**config.mk**
```make
export PLATFORM = sky130hd
export DESIGN_NAME = synth_cfg_loader
export DESIGN_NICKNAME = d
export VERILOG_FILES = /design/src/rtl/synth_cfg_pkg.sv /design/src/rtl/cfg_sync.sv /design/src/rtl/cfg_ctrl.sv /design/src/rtl/cfg_dp.sv /design/src/rtl/synth_cfg_loader.sv
export SDC_FILE = /design/constraint.sdc
export NUM_CORES = 1
export LEC_CHECK = 0
export ABC_AREA = 1
export BUFFER_PORTS_ARGS = -buffer_cell sky130_fd_sc_hd__buf_2
export CAP_MARGIN = 20
export CORE_ASPECT_RATIO = 1.2
export CORE_MARGIN = 2
export CORE_UTILIZATION = 45
export DETAILED_ROUTE_END_ITERATION = 10
export HOLD_SLACK_MARGIN = 0.03
export PLACE_DENSITY_LB_ADDON = 0.25
export SYNTH_ARGS = -nofsm -noshare
export SYNTH_HDL_FRONTEND = slang
export SYNTH_SLANG_ARGS = --single-unit
```
**constraint.sdc**
```tcl
create_clock -name clk -period 3.2 [get_ports clk]
set_clock_uncertainty 0.1 [all_clocks]
set_input_delay 0.64 -clock clk [delete_from_list [all_inputs] [get_ports clk]]
set_output_delay 0.64 -clock clk [all_outputs]
set_load 0.005 [all_outputs]
```
**src/rtl/synth_cfg_pkg.sv**
```systemverilog
package synth_cfg_pkg;

  // width of the test-select code; the diagnostic mux has 2**TEST_W inputs
  localparam int TEST_W = 2;

  // one-cycle update commands from control to datapath
  typedef struct packed {
    logic parLd;   // load divider values from synchronized parallel pins
    logic shift;   // shift one serial bit, settings untouched
    logic xfer;    // copy shift register into the settings
    logic pass;    // shift one bit and copy the result into the settings
  } cfgStrobe_t;

endpackage

```
**src/rtl/cfg_sync.sv**
```systemverilog
module cfg_sync #(
  parameter int W      = 1,
  parameter int STAGES = 2
) (
  input  logic         clk,
  input  logic         rstN,
  input  logic [W-1:0] din,
  output logic [W-1:0] dout
);

  logic [STAGES-1:0][W-1:0] stage;

  // during reset every stage tracks the pin so no false edge follows release
  always_ff @(posedge clk) begin
    if (!rstN) stage <= {STAGES{din}};
    else       stage <= {stage[STAGES-2:0], din};
  end

  assign dout = stage[STAGES-1];

endmodule

```
**src/rtl/cfg_ctrl.sv**
```systemverilog
module cfg_ctrl
  import synth_cfg_pkg::*;
#(
  parameter int M_W         = 9,
  parameter int N_W         = 3,
  parameter int SYNC_STAGES = 2
) (
  input  logic           clk,
  input  logic           rstN,
  input  logic           pLoadN,
  input  logic           sLoad,
  input  logic           sClk,
  input  logic           sData,
  input  logic           masterRst,
  input  logic [M_W-1:0] mPar,
  input  logic [N_W-1:0] nPar,
  output cfgStrobe_t     stb,
  output logic [M_W-1:0] mSync,
  output logic [N_W-1:0] nSync,
  output logic           sDataSync,
  output logic           parMode,
  output logic           divRst
);

  localparam int CTL_W = 5;
  localparam int PAR_W = M_W + N_W;

  logic [CTL_W-1:0] ctlSync;
  logic [PAR_W-1:0] parSync;
  logic pSync, lSync, cSync;
  logic pPrev, lPrev, cPrev;
  logic lRise, cRise, serialArmed;

  cfg_sync #(.W(CTL_W), .STAGES(SYNC_STAGES)) u_ctlSync (
    .clk  (clk),
    .rstN (rstN),
    .din  ({pLoadN, sLoad, sClk, sData, masterRst}),
    .dout (ctlSync)
  );

  cfg_sync #(.W(PAR_W), .STAGES(SYNC_STAGES)) u_parSync (
    .clk  (clk),
    .rstN (rstN),
    .din  ({mPar, nPar}),
    .dout (parSync)
  );

  assign {pSync, lSync, cSync, sDataSync, divRst} = ctlSync;
  assign mSync = parSync[PAR_W-1:N_W];
  assign nSync = parSync[N_W-1:0];

  always_ff @(posedge clk) begin
    if (!rstN) begin
      pPrev <= pLoadN;
      lPrev <= sLoad;
      cPrev <= sClk;
    end else begin
      pPrev <= pSync;
      lPrev <= lSync;
      cPrev <= cSync;
    end
  end

  assign parMode     = !pSync;
  assign lRise       = lSync && !lPrev;
  assign cRise       = cSync && !cPrev;
  // serial events count only once the parallel strobe has been high for a sample
  assign serialArmed = pSync && pPrev;

  always_comb begin
    stb       = '0;
    stb.parLd = !serialArmed;
    if (serialArmed) begin
      stb.xfer  = lRise;
      stb.shift = cRise && !lRise && !lSync;
      stb.pass  = cRise && !lRise && lSync;
    end
  end

endmodule

```
**src/rtl/cfg_dp.sv**
```systemverilog
module cfg_dp
  import synth_cfg_pkg::*;
#(
  parameter int M_W = 9,
  parameter int N_W = 3
) (
  input  logic              clk,
  input  logic              rstN,
  input  cfgStrobe_t        stb,
  input  logic [M_W-1:0]    mSync,
  input  logic [N_W-1:0]    nSync,
  input  logic              sDataSync,
  input  logic              parMode,
  input  logic [M_W-1:0]    mPar,
  input  logic [N_W-1:0]    nPar,
  input  logic              fbDivIn,
  input  logic              outClkIn,
  output logic [M_W-1:0]    mVal,
  output logic [N_W-1:0]    nVal,
  output logic [TEST_W-1:0] tVal,
  output logic [TEST_W+N_W+M_W-1:0] shiftQ,
  output logic              testOut
);

  localparam int FRAME_W = TEST_W + N_W + M_W;
  localparam int SRC_N   = 2 ** TEST_W;

  logic [FRAME_W-1:0] shiftReg, nextShift;
  logic [M_W-1:0]     mReg;
  logic [N_W-1:0]     nReg;
  logic [TEST_W-1:0]  tReg;
  logic [SRC_N-1:0]   testSrc;

  assign nextShift = {shiftReg[FRAME_W-2:0], sDataSync};

  always_ff @(posedge clk) begin
    if (!rstN) begin
      tReg     <= '0;
      mReg     <= mPar;
      nReg     <= nPar;
      shiftReg <= '0;
    end else begin
      if (stb.parLd) begin
        mReg <= mSync;
        nReg <= nSync;
      end
      if (stb.xfer)  {tReg, nReg, mReg} <= shiftReg;
      if (stb.shift) shiftReg <= nextShift;
      if (stb.pass) begin
        shiftReg           <= nextShift;
        {tReg, nReg, mReg} <= nextShift;
      end
    end
  end

  // diagnostic sources indexed by the test code
  for (genvar g = 0; g < SRC_N; g++) begin : g_src
    if (g == 0)      assign testSrc[g] = 1'b0;
    else if (g == 1) assign testSrc[g] = sDataSync;
    else if (g == 2) assign testSrc[g] = fbDivIn;
    else             assign testSrc[g] = outClkIn;
  end

  assign testOut = parMode ? 1'b0 : testSrc[tReg];
  assign mVal    = mReg;
  assign nVal    = nReg;
  assign tVal    = tReg;
  assign shiftQ  = shiftReg;

endmodule

```
**src/rtl/synth_cfg_loader.sv**
```systemverilog
module synth_cfg_loader
  import synth_cfg_pkg::*;
#(
  parameter int M_W         = 9,
  parameter int N_W         = 3,
  parameter int SYNC_STAGES = 2
) (
  input  logic              clk,
  input  logic              rstN,
  input  logic              pLoadN,
  input  logic [M_W-1:0]    mPar,
  input  logic [N_W-1:0]    nPar,
  input  logic              sClk,
  input  logic              sData,
  input  logic              sLoad,
  input  logic              masterRst,
  input  logic              fbDivIn,
  input  logic              outClkIn,
  output logic [M_W-1:0]    mVal,
  output logic [N_W-1:0]    nVal,
  output logic [TEST_W-1:0] tVal,
  output logic              testOut,
  output logic              divRst
);

  localparam int FRAME_W = TEST_W + N_W + M_W;

  cfgStrobe_t         stb;
  logic [M_W-1:0]     mSync;
  logic [N_W-1:0]     nSync;
  logic               sDataSync;
  logic               parMode;
  logic [FRAME_W-1:0] shiftQ;

  cfg_ctrl #(.M_W(M_W), .N_W(N_W), .SYNC_STAGES(SYNC_STAGES)) u_ctrl (
    .clk       (clk),
    .rstN      (rstN),
    .pLoadN    (pLoadN),
    .sLoad     (sLoad),
    .sClk      (sClk),
    .sData     (sData),
    .masterRst (masterRst),
    .mPar      (mPar),
    .nPar      (nPar),
    .stb       (stb),
    .mSync     (mSync),
    .nSync     (nSync),
    .sDataSync (sDataSync),
    .parMode   (parMode),
    .divRst    (divRst)
  );

  cfg_dp #(.M_W(M_W), .N_W(N_W)) u_dp (
    .clk       (clk),
    .rstN      (rstN),
    .stb       (stb),
    .mSync     (mSync),
    .nSync     (nSync),
    .sDataSync (sDataSync),
    .parMode   (parMode),
    .mPar      (mPar),
    .nPar      (nPar),
    .fbDivIn   (fbDivIn),
    .outClkIn  (outClkIn),
    .mVal      (mVal),
    .nVal      (nVal),
    .tVal      (tVal),
    .shiftQ    (shiftQ),
    .testOut   (testOut)
  );

endmodule

```
==> metrics.csv <==
stage,metric,value,unit
power_and_ir_drop,PwrDens,564,mW/mm2
cts,CTS tree,built,
place,HPWL after DPL,3040,um
timing,FMAX,0.516,GHz
timing,RSZ-0062 raised after global routing,false,
die,die area,0.00628,mm2
global_route,initial antenna violation count,0,
die,Initial Utilization,0.458,
cts,Post-CTS Setup Inserts,0,
cells_and_area,P&R area growth vs syn,13.1,%
synth,synthesized area,0.00254,mm2
setup_path,CP top delay family,flip-flops,
drt,drt pass-1 iters,4,
timing,number of setup violations in the final report,0,
synth,sequential share of the synthesized area,0.559,
power_and_ir_drop,maximum VDD drop,0.354,mV
synth,Mean Syn Cell Area,8.84,um2
global_route,GRT overflow,0,
drt,routed len/inst,12.1,um
setup_path,Worst path max stage delay,400,ps
setup_path,worst reg2reg setup slack,1330,ps
setup_path,Most common cell on crit path,nor2_1,
cts,"Clk Latency, worst-skew pair",340,ps
job,max cap viols,0,
setup_path,crit end category,primary output,
place,IO Port Bufs,36,
setup_path,crit-path max FO,5,
setup_path,CP cell instances,nor2_1 > nor2_1 > o21ai_0 > a21oi_1 > buf_2,
die,core area,0.00556,mm2
min_path,Hold Path Class,in2reg,
die,Die X,72.7,um
power_and_ir_drop,Leakage Power,1.31,nW
synth,synth unique cells,25,
cts,post-cts resize count,0,
min_path,hold depth,1,
timing,period utilisation layout,0.606,
timing,Relative slew margins,0.546,
timing,Fin. Hold Viols,0,
setup_path,"Slowest-stage cell, CP",dfxtp_1,
timing,Min Hold Slack,308,ps
setup_path,WP depth,5,
global_route,vias in the first global route,1729,
cts,clock buffer depth,2,
timing,Slew Limit Fails,0,
setup_path,worst path required time,2460,ps
synth,Post-Syn Nets,309,
synth,"FF+latch count, synth",65,
die,num ports,37,
status,status,completed,
drt,number of remaining DRC errors,0,
drt,number of DRC markers in iteration 0,99,
timing,Worst-Margin Slew,679,ps
global_route,GRT Total Usage,0.170,
setup_path,Startpoint Class,flip-flop,
drt,vias,1899,
cells_and_area,layout cells sized above 1,0.248,
cts,Clock Pin Slew Worst Setup and Hold Paths,70,ps
cts,hold_buf cts,0,
timing,Period minus WS final,1940,ps
die,Row Count,30,
cts,root buffer cell,clkbuf_8,
synth,yosys warns,0,
cts,CTS Buf Count,9,
drt,WL final,4790,um
cts,Clock Sinks,65,
synth,Synth Instances,288,
cells_and_area,Layout fillers,535,
cts,CTS H-tree depth,3,
cells_and_area,ANT cells,0,
place,RePlAce Congestion,0.763,
cells_and_area,most frequent cells in the layout,"nand2_1, dfxtp_1, buf_2",
setup_path,worst reg2reg path depth,5,
die,chip height,86.4,um
drt,via/cell ratio,4.81,
setup_path,Critical path buffers and inverters,1,
drt,Routed Antenna Nets,0,
global_route,largest net degree at the start of global routing,35,
timing,setup TNS,0,ps
setup_path,"Worst Path Class, Setup",reg2out,
global_route,global-route wire length before repair,8000,um
cells_and_area,NumNets Final,347,
cells_and_area,"commonest non-fill, non-tap cell in the layout",nand2_1,
setup_path,Worst Path Arrival,1200,ps
-- where the power goes --
group          internal [mW]  total [mW]  switching, mW
Sequential             0.886       0.903         0.0166
Combinational         0.0528       0.138         0.0857
Clock                  0.271       0.582          0.312
Total                   1.21        1.62          0.414
-- routing by layer --
layer  wire [um]  track usage
met1        2230        0.206
met2        2280        0.279
met3         209       0.0442
met4          78       0.0808
met5           0            0
-- synth_stat cells --
cell type  instances  area share
nor2_2             1      0.0025
a21oi_1            9       0.018
buf_6              2      0.0088
buf_4              1      0.0030
nor2_1             3      0.0044
inv_1             10       0.015
inv_2              3      0.0044
nand2_1          131        0.19
buf_8              1      0.0059
nor2_8             1      0.0079
o21ai_0            6       0.012
edfxtp_1          12        0.14
a21oi_2            8       0.028
nor2_4             2      0.0088
buf_2              3      0.0059
nand3_2            8       0.031
nand2_8            1      0.0079
nand3_1           23       0.045
a21oi_4            1      0.0064
dfxtp_1           53        0.42
inv_8              1      0.0044
buf_1              3      0.0044
nand2_4            1      0.0044
nand2_2            2      0.0049
buf_12             2       0.016
-- state kept, by name, indices dropped and copies added (netlist names) --
signal                  flops
u_dp.mVal                   9
u_ctrl.u_parSync.stage     12
u_ctrl.cPrev                1
u_ctrl.u_ctlSync.stage      5
u_dp.shiftQ                14
u_ctrl.u_parSync.dout      12
u_dp.tVal                   2
u_dp.nVal                   3
u_ctrl.lPrev                1
u_ctrl.u_ctlSync.dout       5
u_ctrl.pPrev                1
-- worst reg2reg max path, cell delays in order (launching register included) --
cell and delay [ps]:
dfxtp_1 370, inv_2 80, nor2_4 180, nor2_8 70, a21oi_4 120, nand3_1 490
-- cell families (layout without fill, tap and decap cells) --
family	Yosys count	in the layout	synth area share
AND/OR/NAND/NOR	173	173	0.311
flip-flops	65	65	0.559
buffers and inverters	26	69	0.0674
AO/OA/AOI/OAI	24	24	0.0634
-- through the flow --
| step | power (mW) | utilization | setup WS [ps] | instance area (um2) | instances |
|---|---|---|---|---|---|
| 2_1_floorplan | 1.01 | - | 1450 | 2540 | 288 |
| 3_3_place_gp | 1.06 | 0.489 | 1260 | 2720 | 379 |
| 3_5_place_dp | 1.06 | 0.489 | 1220 | 2720 | 379 |
| 4_1_cts | 1.64 | 0.518 | 1230 | 2880 | 395 |
| 5_1_grt | 1.69 | 0.518 | 1140 | 2880 | 395 |
| 6_report | 1.62 | 0.518 | 1260 | 2880 | 395 |
-- worst paths after layout --
path                                  start                        end
hold reg to reg   u_ctrl.u_parSync.stage[6]   u_ctrl.u_parSync.dout[6]
hold / removal                      mPar[5]  u_ctrl.u_parSync.stage[8]
setup / recovery               u_dp.tVal[0]                    testOut
setup reg to reg   u_ctrl.u_ctlSync.dout[3]               u_dp.mVal[1]
-- layout make-up --
type,count,area (um2),area share
Inverter,14,60.1,0.0209
Sequential cell,65,1420,0.494
Tap cell,64,80.1,0.0278
Timing Repair Buffer,39,203,0.0704
Clock buffer,9,124,0.0430
Multi-Input combinational cell,197,952,0.331
Clock inverter,7,37.5,0.0130
No activity file was read; power rests on OpenSTA's default activity.
